--- config.mk ---
export PLATFORM = sky130hd
export DESIGN_NAME = stagger_mux
export DESIGN_NICKNAME = d
export VERILOG_FILES = /design/src/rtl/stagger_pkg.sv /design/src/rtl/stagger_enable_bank.sv /design/src/rtl/stagger_delay_line.sv /design/src/rtl/stagger_group.sv /design/src/rtl/stagger_mux.sv
export SDC_FILE = /design/constraint.sdc
export NUM_CORES = 1
export LEC_CHECK = 0
export ABC_AREA = 1
export BUFFER_PORTS_ARGS = -buffer_cell sky130_fd_sc_hd__buf_4
export CORE_ASPECT_RATIO = 0.5
export CORE_MARGIN = 2
export CORE_UTILIZATION = 40
export CTS_BUF_LIST = sky130_fd_sc_hd__clkbuf_16
export CTS_CLUSTER_SIZE = 30
export DETAILED_ROUTE_END_ITERATION = 7
export SYNTH_ARGS = -nofsm -noshare
export SYNTH_HDL_FRONTEND = slang
export SYNTH_HIERARCHICAL = 1
export SYNTH_SLANG_ARGS = --single-unit
--- constraint.sdc ---
create_clock -name clk -period 0.9 [get_ports clk]
set_input_delay 0.09 -clock clk [delete_from_list [all_inputs] [get_ports clk]]
set_output_delay 0.09 -clock clk [all_outputs]
set_load 0.05 [all_outputs]
--- src/rtl/stagger_pkg.sv ---
`timescale 1ns/1ps
package stagger_pkg;

    // Number of inputs in group g: the short groups come first.
    function automatic int grp_size(input int g, input int n_short,
                                    input int short_sz, input int long_sz);
        return (g < n_short) ? short_sz : long_sz;
    endfunction

    // Index of the first input of group g on the flat hit bus.
    function automatic int grp_base(input int g, input int n_short,
                                    input int short_sz, input int long_sz);
        if (g < n_short)
            return g * short_sz;
        return n_short * short_sz + (g - n_short) * long_sz;
    endfunction

endpackage

--- src/rtl/stagger_enable_bank.sv ---
`timescale 1ns/1ps
module stagger_enable_bank #(
    parameter int N_CH   = 36,
    parameter int WORD_W = 8,
    parameter int WORDS  = 5,
    parameter int ADDR_W = 3
) (
    input  logic              clk,
    input  logic              rst,
    input  logic              wr_en,
    input  logic [ADDR_W-1:0] wr_addr,
    input  logic [WORD_W-1:0] wr_data,
    output logic [N_CH-1:0]   enable_o
);

    logic [N_CH-1:0] en_q;

    // One flop per existing input; bits beyond N_CH simply have no storage.
    for (genvar i = 0; i < N_CH; i++) begin : g_bit
        localparam int WIDX = i / WORD_W;
        localparam int BIDX = i % WORD_W;
        always_ff @(posedge clk) begin
            if (rst)
                en_q[i] <= 1'b0;
            else if (wr_en && (wr_addr == ADDR_W'(WIDX)))
                en_q[i] <= wr_data[BIDX];
        end
    end

    assign enable_o = en_q;

    a_r7_hold_without_write: assert property (@(posedge clk) disable iff (rst)
        !wr_en |=> $stable(enable_o));

    a_r7_out_of_range_ignored: assert property (@(posedge clk) disable iff (rst)
        (wr_en && (wr_addr >= ADDR_W'(WORDS))) |=> $stable(enable_o));

endmodule

--- src/rtl/stagger_delay_line.sv ---
`timescale 1ns/1ps
module stagger_delay_line #(
    parameter int DEPTH = 6
) (
    input  logic clk,
    input  logic rst,
    input  logic din,
    output logic dout
);

    if (DEPTH == 0) begin : g_pass
        logic unused_ctl;
        assign unused_ctl = clk ^ rst;
        assign dout = din;
    end else if (DEPTH == 1) begin : g_one
        logic sr_q;
        always_ff @(posedge clk) begin
            if (rst) sr_q <= 1'b0;
            else     sr_q <= din;
        end
        assign dout = sr_q;
    end else begin : g_chain
        logic [DEPTH-1:0] sr_q;
        always_ff @(posedge clk) begin
            if (rst) sr_q <= '0;
            else     sr_q <= {sr_q[DEPTH-2:0], din};
        end
        assign dout = sr_q[DEPTH-1];
    end

endmodule

--- src/rtl/stagger_group.sv ---
`timescale 1ns/1ps
module stagger_group #(
    parameter  int SIZE  = 4,
    parameter  int STEP  = 6,
    localparam int MAXD  = (SIZE - 1) * STEP,
    localparam int QLIM  = MAXD + 2,
    localparam int QW    = $clog2(QLIM + 1)
) (
    input  logic            clk,
    input  logic            rst,
    input  logic [SIZE-1:0] hits_i,
    output logic            merged_o
);

    logic [SIZE-1:0] taps;
    logic            merged_q;

    // Position k of the group is delayed by k base steps.
    for (genvar k = 0; k < SIZE; k++) begin : g_pos
        stagger_delay_line #(.DEPTH(k * STEP)) u_line (
            .clk  (clk),
            .rst  (rst),
            .din  (hits_i[k]),
            .dout (taps[k])
        );
    end

    always_ff @(posedge clk) begin
        if (rst) merged_q <= 1'b0;
        else     merged_q <= |taps;
    end

    assign merged_o = merged_q;

    // Checker state: cycles since the group last captured anything.
    logic [QW-1:0] quiet_q;
    always_ff @(posedge clk) begin
        if (rst)
            quiet_q <= QW'(QLIM);
        else if (|hits_i)
            quiet_q <= '0;
        else if (quiet_q != QW'(QLIM))
            quiet_q <= quiet_q + 1'b1;
    end

    // nothing can leave the group once its longest delay has drained.
    a_r2_drain_bound: assert property (@(posedge clk) disable iff (rst)
        (quiet_q >= QW'(MAXD + 1)) |-> !merged_o);

endmodule

--- src/rtl/stagger_mux.sv ---
`timescale 1ns/1ps
module stagger_mux #(
    parameter  int N_SHORT     = 4,
    parameter  int N_LONG      = 4,
    parameter  int SHORT_SZ    = 4,
    parameter  int LONG_SZ     = 5,
    parameter  int STEP_CYCLES = 6,
    parameter  int WORD_W      = 8,
    localparam int N_GRP       = N_SHORT + N_LONG,
    localparam int N_CH        = N_SHORT * SHORT_SZ + N_LONG * LONG_SZ,
    localparam int WORDS       = (N_CH + WORD_W - 1) / WORD_W,
    localparam int ADDR_W      = (WORDS > 1) ? $clog2(WORDS) : 1
) (
    input  logic              clk,
    input  logic              rst,
    input  logic              wr_en,
    input  logic [ADDR_W-1:0] wr_addr,
    input  logic [WORD_W-1:0] wr_data,
    input  logic [N_CH-1:0]   hit_i,
    output logic [N_GRP-1:0]  merged_o
);

    logic [N_CH-1:0] enable;
    logic [N_CH-1:0] hit_q;

    stagger_enable_bank #(
        .N_CH   (N_CH),
        .WORD_W (WORD_W),
        .WORDS  (WORDS),
        .ADDR_W (ADDR_W)
    ) u_enable (
        .clk      (clk),
        .rst      (rst),
        .wr_en    (wr_en),
        .wr_addr  (wr_addr),
        .wr_data  (wr_data),
        .enable_o (enable)
    );

    // Capture stage: masking happens here, ahead of every delay.
    always_ff @(posedge clk) begin
        if (rst) hit_q <= '0;
        else     hit_q <= hit_i & enable;
    end

    for (genvar g = 0; g < N_GRP; g++) begin : g_grp
        localparam int SZ   = stagger_pkg::grp_size(g, N_SHORT, SHORT_SZ, LONG_SZ);
        localparam int BASE = stagger_pkg::grp_base(g, N_SHORT, SHORT_SZ, LONG_SZ);
        stagger_group #(.SIZE(SZ), .STEP(STEP_CYCLES)) u_group (
            .clk      (clk),
            .rst      (rst),
            .hits_i   (hit_q[BASE +: SZ]),
            .merged_o (merged_o[g])
        );
    end

    // outputs leave reset low.
    a_r1_quiet_after_reset: assert property (@(posedge clk) disable iff (rst)
        $fell(rst) |-> (merged_o == '0));

    // a disabled input is never captured.
    for (genvar i = 0; i < N_CH; i++) begin : g_chk
        a_r5_disabled_not_captured: assert property (@(posedge clk) disable iff (rst)
            !enable[i] |=> !hit_q[i]);
    end

endmodule

* After elaboration in Yosys (flattened, before gate mapping)
Cells that the tools add are included.
** Word-level totals
- Register bits :: 464
- Input bits :: 50
- Word-level logic and storage cells :: 92
- Output and inout port bits :: 8
** Cells by class
- Equality and inequality tests :: 4
- Bitwise logic cells :: 1
- Reductions and logical operators :: 14
** Operators by type and width (count)
- bitwise AND 36 bit :: 1
- OR reduction 5 bit :: 4
- OR reduction 4 bit :: 4
- equality test 3 x 2 -> 1 bit (second input constant) :: 2
- logical AND 1 bit :: 5
- equality test 3 x 1 -> 1 bit (second input constant) :: 1
- equality test 3 bit (second input constant) :: 1
- zero test 3 bit :: 1

* Depth between registers and ports, before layout
- Depth in word-level cells :: 2
- Gate-level depth with buffers :: 6
- Depth with buffers taken out :: 5

* Cells and area by module
Netlist, hierarchy kept.
** By module, submodules not included
- stagger_delay_line at g_grp[0].u_group.g_pos[3].u_line ... :: instances 8, area each 521.8 um2, cells each 56, seq. area each 360.3 um2
- stagger_delay_line at g_grp[0].u_group.g_pos[2].u_line ... :: instances 8, area each 341.6 um2, cells each 37, seq. area each 240.2 um2
- stagger_delay_line at g_grp[4].u_group.g_pos[4].u_line ... :: instances 4, area each 683.2 um2, cells each 74, seq. area each 480.5 um2
- stagger_enable_bank :: instances 1, area each 1506.4 um2, cells each 216, seq. area each 720.7 um2
- stagger_delay_line at g_grp[0].u_group.g_pos[1].u_line ... :: instances 8, area each 165.2 um2, cells each 18, seq. area each 120.1 um2
- stagger_mux :: instances 1, area each 1041.0 um2, cells each 112, seq. area each 720.7 um2
- stagger_group at g_grp[4].u_group ... :: instances 4, area each 47.5 um2, cells each 8, seq. area each 20.0 um2
- stagger_group at g_grp[0].u_group ... :: instances 4, area each 32.5 um2, cells each 4, seq. area each 20.0 um2
- stagger_delay_line at g_grp[0].u_group.g_pos[0].u_line ... :: instances 8, area each 7.5 um2, cells each 1, seq. area each 0.0 um2

* Least setup slack after synthesis
No wires, ideal clock.
- Path type :: input to register
- From :: input port wr_addr[0]
- To :: register u_enable.en_q[32] (netlist: u_enable/enable_o[32])
- Setup time :: 0.115 ns
- Cell stages on the path :: 5
- Buffers on the path :: 1
- Required time :: 0.785 ns
- Arrival :: 0.595 ns
- Setup slack :: 0.190 ns
- Path through :: nor2_4 > buf_2 > nand3_1 > nand2_1 > nor2_1
** On the way
- Cells in the longest elaborated chain, start to end :: 2
** Ends and longest elaborated chain
- from (decl) :: line stagger_mux.sv:17 : input logic [ADDR_W-1:0] wr_addr,
- equality test 3 bit :: line stagger_enable_bank.sv:25 : else if (wr_en && (wr_addr == ADDR_W'(WIDX)))
- logical AND 1 bit :: line stagger_enable_bank.sv:25
- to (signal, indexed assignment) :: line stagger_enable_bank.sv:26 : en_q[i] <= wr_data[BIDX];
- to (decl) :: line stagger_enable_bank.sv:16 : logic [N_CH-1:0] en_q;
Every way passes these cells.
A chain may end at the register's enable or synchronous reset.

* Final worst setup path
- From :: register g_grp[3].u_group.merged_q
- To :: output port merged_o[3]
** RTL lines
- from (decl) :: line stagger_group.sv:16 : logic merged_q;
- from (signal assigned) :: line stagger_group.sv:30 : else merged_q <= |taps;
- to (decl) :: line stagger_mux.sv:20 : output logic [N_GRP-1:0] merged_o
No word-level cell between the ends.

==> metrics.txt <==
initial antenna violation count 0; Placer Congestion 0.721; final setup skew 0.0176 ns; Peak VDD IR 1.43 mV; DP Worst Slack -0.115 ns; I/O Pins 58; CTS tree yes; outcome complete, but fails checks; worst slew pin tran 0.499 ns; Vert. Die Dim 136 microns; # setup viols final 8; RSZ-0062 raised after global routing yes; hold_ws -0.00272 ns; GRT Overall Usage 0.118; syn nets 1618; grt ovf 0; via count 8479; worst min path class in2reg; initial drt markers 370; Critical Path Sink Type output pin; worst rel slew slack 0.666; Mapped Cells 1568; critical path startpoint category flop; nets 1748; Max-Cap Viols 0; leak pwr 6.66 nW; Worst EP arrival 1.02 ns; Final ANT Viol Nets 0; worst-path fanout max 1; share of cells above drive strength 1 0.0973; Post-Route WL 21000 microns; Synth Warn # 6; # rows 48; library cells used by synthesis 16; part of the cycle the worst path needs 1.23; fin crit period 1.11 ns; WP buf/inv 1; setup ws final -0.209 ns; register area share after synthesis 0.669; crit path max-delay cell type dfxtp_2; final-report hold violation count 1; max frequency 901 MHz; synth-to-layout area growth 19.8%; global-route wire length before repair 34700 microns; commonest non-fill, non-tap cell in the layout nor2_1; Final Util 0.484; crit path cell chain buf_8; Clock Latency Late Sink 0.54 ns; area of the mapped netlist 13900 sq um; #FFs+latches synth 464; WP data required 0.81 ns; IO Port Bufs 57; PwrDens 2310 nW/um^2; fin. max-slew vios 0; drt drc 0; CTS sink count 464; failing checks negative hold slack, negative setup slack; CTS HTree Levels 2; R2R setup slack 0.14 ns; family with the most delay on the worst path flip-flops; Worst path max stage delay 0.34 ns; area of the core 34400 sq um; Detail Placement HPWL 12300 microns; DIE WIDTH 268 microns; Wirelength per Cell 9.54 microns; antenna cells 0; die footprint 36300 sq um; clock buffer depth 3; Setup CP Type reg2out; syn avg cell area 8.86 sq um; drt pass-1 iters 5; clock slew at reported path FFs 0.06 ns; root buffer cell clkbuf_16; vias in the first global route 7585; CTS Buf Count 39; Starting Density 0.404; vias per std cell 3.85; largest net degree at the start of global routing 69; most frequent cells in the layout nor2_1, dfxtp_1, inv_1; filler instances 3274
[layout make-up]
cell class	count	area [sq um]	area share
well taps	475	594	0.0357
flip-flops and latches	464	9300	0.559
clock buffers	40	1000	0.0602
multi-input cells	642	2540	0.153
inverters	411	1540	0.0927
clock inverters	30	251	0.0151
repair buffers	140	1410	0.0846
[synth_stat cells]
cell,n,area [sq um]
buf_8,8,120
clkbuf_1,3,11.3
buf_2,1,5.00
nand2_4,1,11.3
nor2_1,502,1880
a21oi_1,8,40.0
nand2_1,81,304
nand3_1,40,200
buf_4,11,82.6
buf_6,28,315
nor2_2,6,37.5
nor2_4,4,45.0
inv_2,3,11.3
dfxtp_1,464,9290
inv_1,407,1530
clkinv_1,1,3.75
[worst register-to-register path, stage by stage (launching register included)]
cell     delay, ns
dfxtp_1       0.29
nor2_1        0.15
nand3_1       0.10
nand2_1       0.08
inv_1         0.04
[sequential cells by signal (all words and copies together) (netlist names)]
name                                     cells
g_grp.u_group/merged_o                       8
hit_q                                       36
g_grp.u_group/g_pos.u_line/g_chain.sr_q    384
u_enable/enable_o                           36
[final timing paths]
kind / depth (start not counted) / end / start
setup / recovery: 1 / merged_o[3] / g_grp[3].u_group/merged_o$_SDFF_PP0_
setup reg to reg: 4 / g_grp[7].u_group/merged_o$_SDFF_PP0_ / g_grp[7].u_group/g_pos[4].u_line/g_chain.sr_q[23]$_SDFF_PP0_
hold / removal: 5 / u_enable/enable_o[17]$_SDFFE_PP0P_ / wr_addr[0]
hold reg to reg: 2 / g_grp[5].u_group/g_pos[4].u_line/g_chain.sr_q[2]$_SDFF_PP0_ / g_grp[5].u_group/g_pos[4].u_line/g_chain.sr_q[1]$_SDFF_PP0_
[where the power goes]
| part | internal (W) | leakage [nW] | total [W] | switching, W |
|---|---|---|---|---|
| Combinational | 0.000556 | 2.26 | 0.00123 | 0.000677 |
| Sequential | 0.0206 | 3.74 | 0.0207 | 0.0000526 |
| Clock | 0.00926 | 0.656 | 0.0165 | 0.00721 |
[stage by stage]
step	hold slack [ns]	cells	cell area (sq um)	power (W)	TNS, ns
after floorplan	0.159	1568	13900	0.0217	0
after global placement	0.306	2077	14700	0.0222	-0.622
after detailed placement	0.312	2077	14700	0.0222	-1.11
after CTS	-0.0119	2197	16500	0.0389	-8.49
after global routing	0.00608	2202	16600	0.0398	-1.92
final	-0.00272	2202	16600	0.0384	-1.55
[what timing repair did]
item                                    CTS  global route
hold buffers                             50             1
endpoints found under the setup margin    8            89
pin swaps                                 0             1
resized for setup                        19             8
buffers inserted                          0             4
hold endpoints to repair                 66            10
cloned                                    0             1
[logic make-up (layout without fill, tap and decap cells)]
family                 after synthesis  in the layout  synth area share
AOI/OAI and AO/OA                    8              8           0.00288
and+or+nand+nor                    634            634             0.179
DFF                                464            464             0.669
buffers and inverters              462            621             0.150
[layer usage]
layer,up-vias,global-route usage,part of all wire,wire length (microns)
li1,4613,-,-,-
met1,3755,0.145,0.48,10100
met2,77,0.201,0.46,9620
met3,34,0.0322,0.039,819
met4,0,0.0419,0.020,410
met5,-,0,0,0
Note: power is estimated with default switching activity, not from simulation.
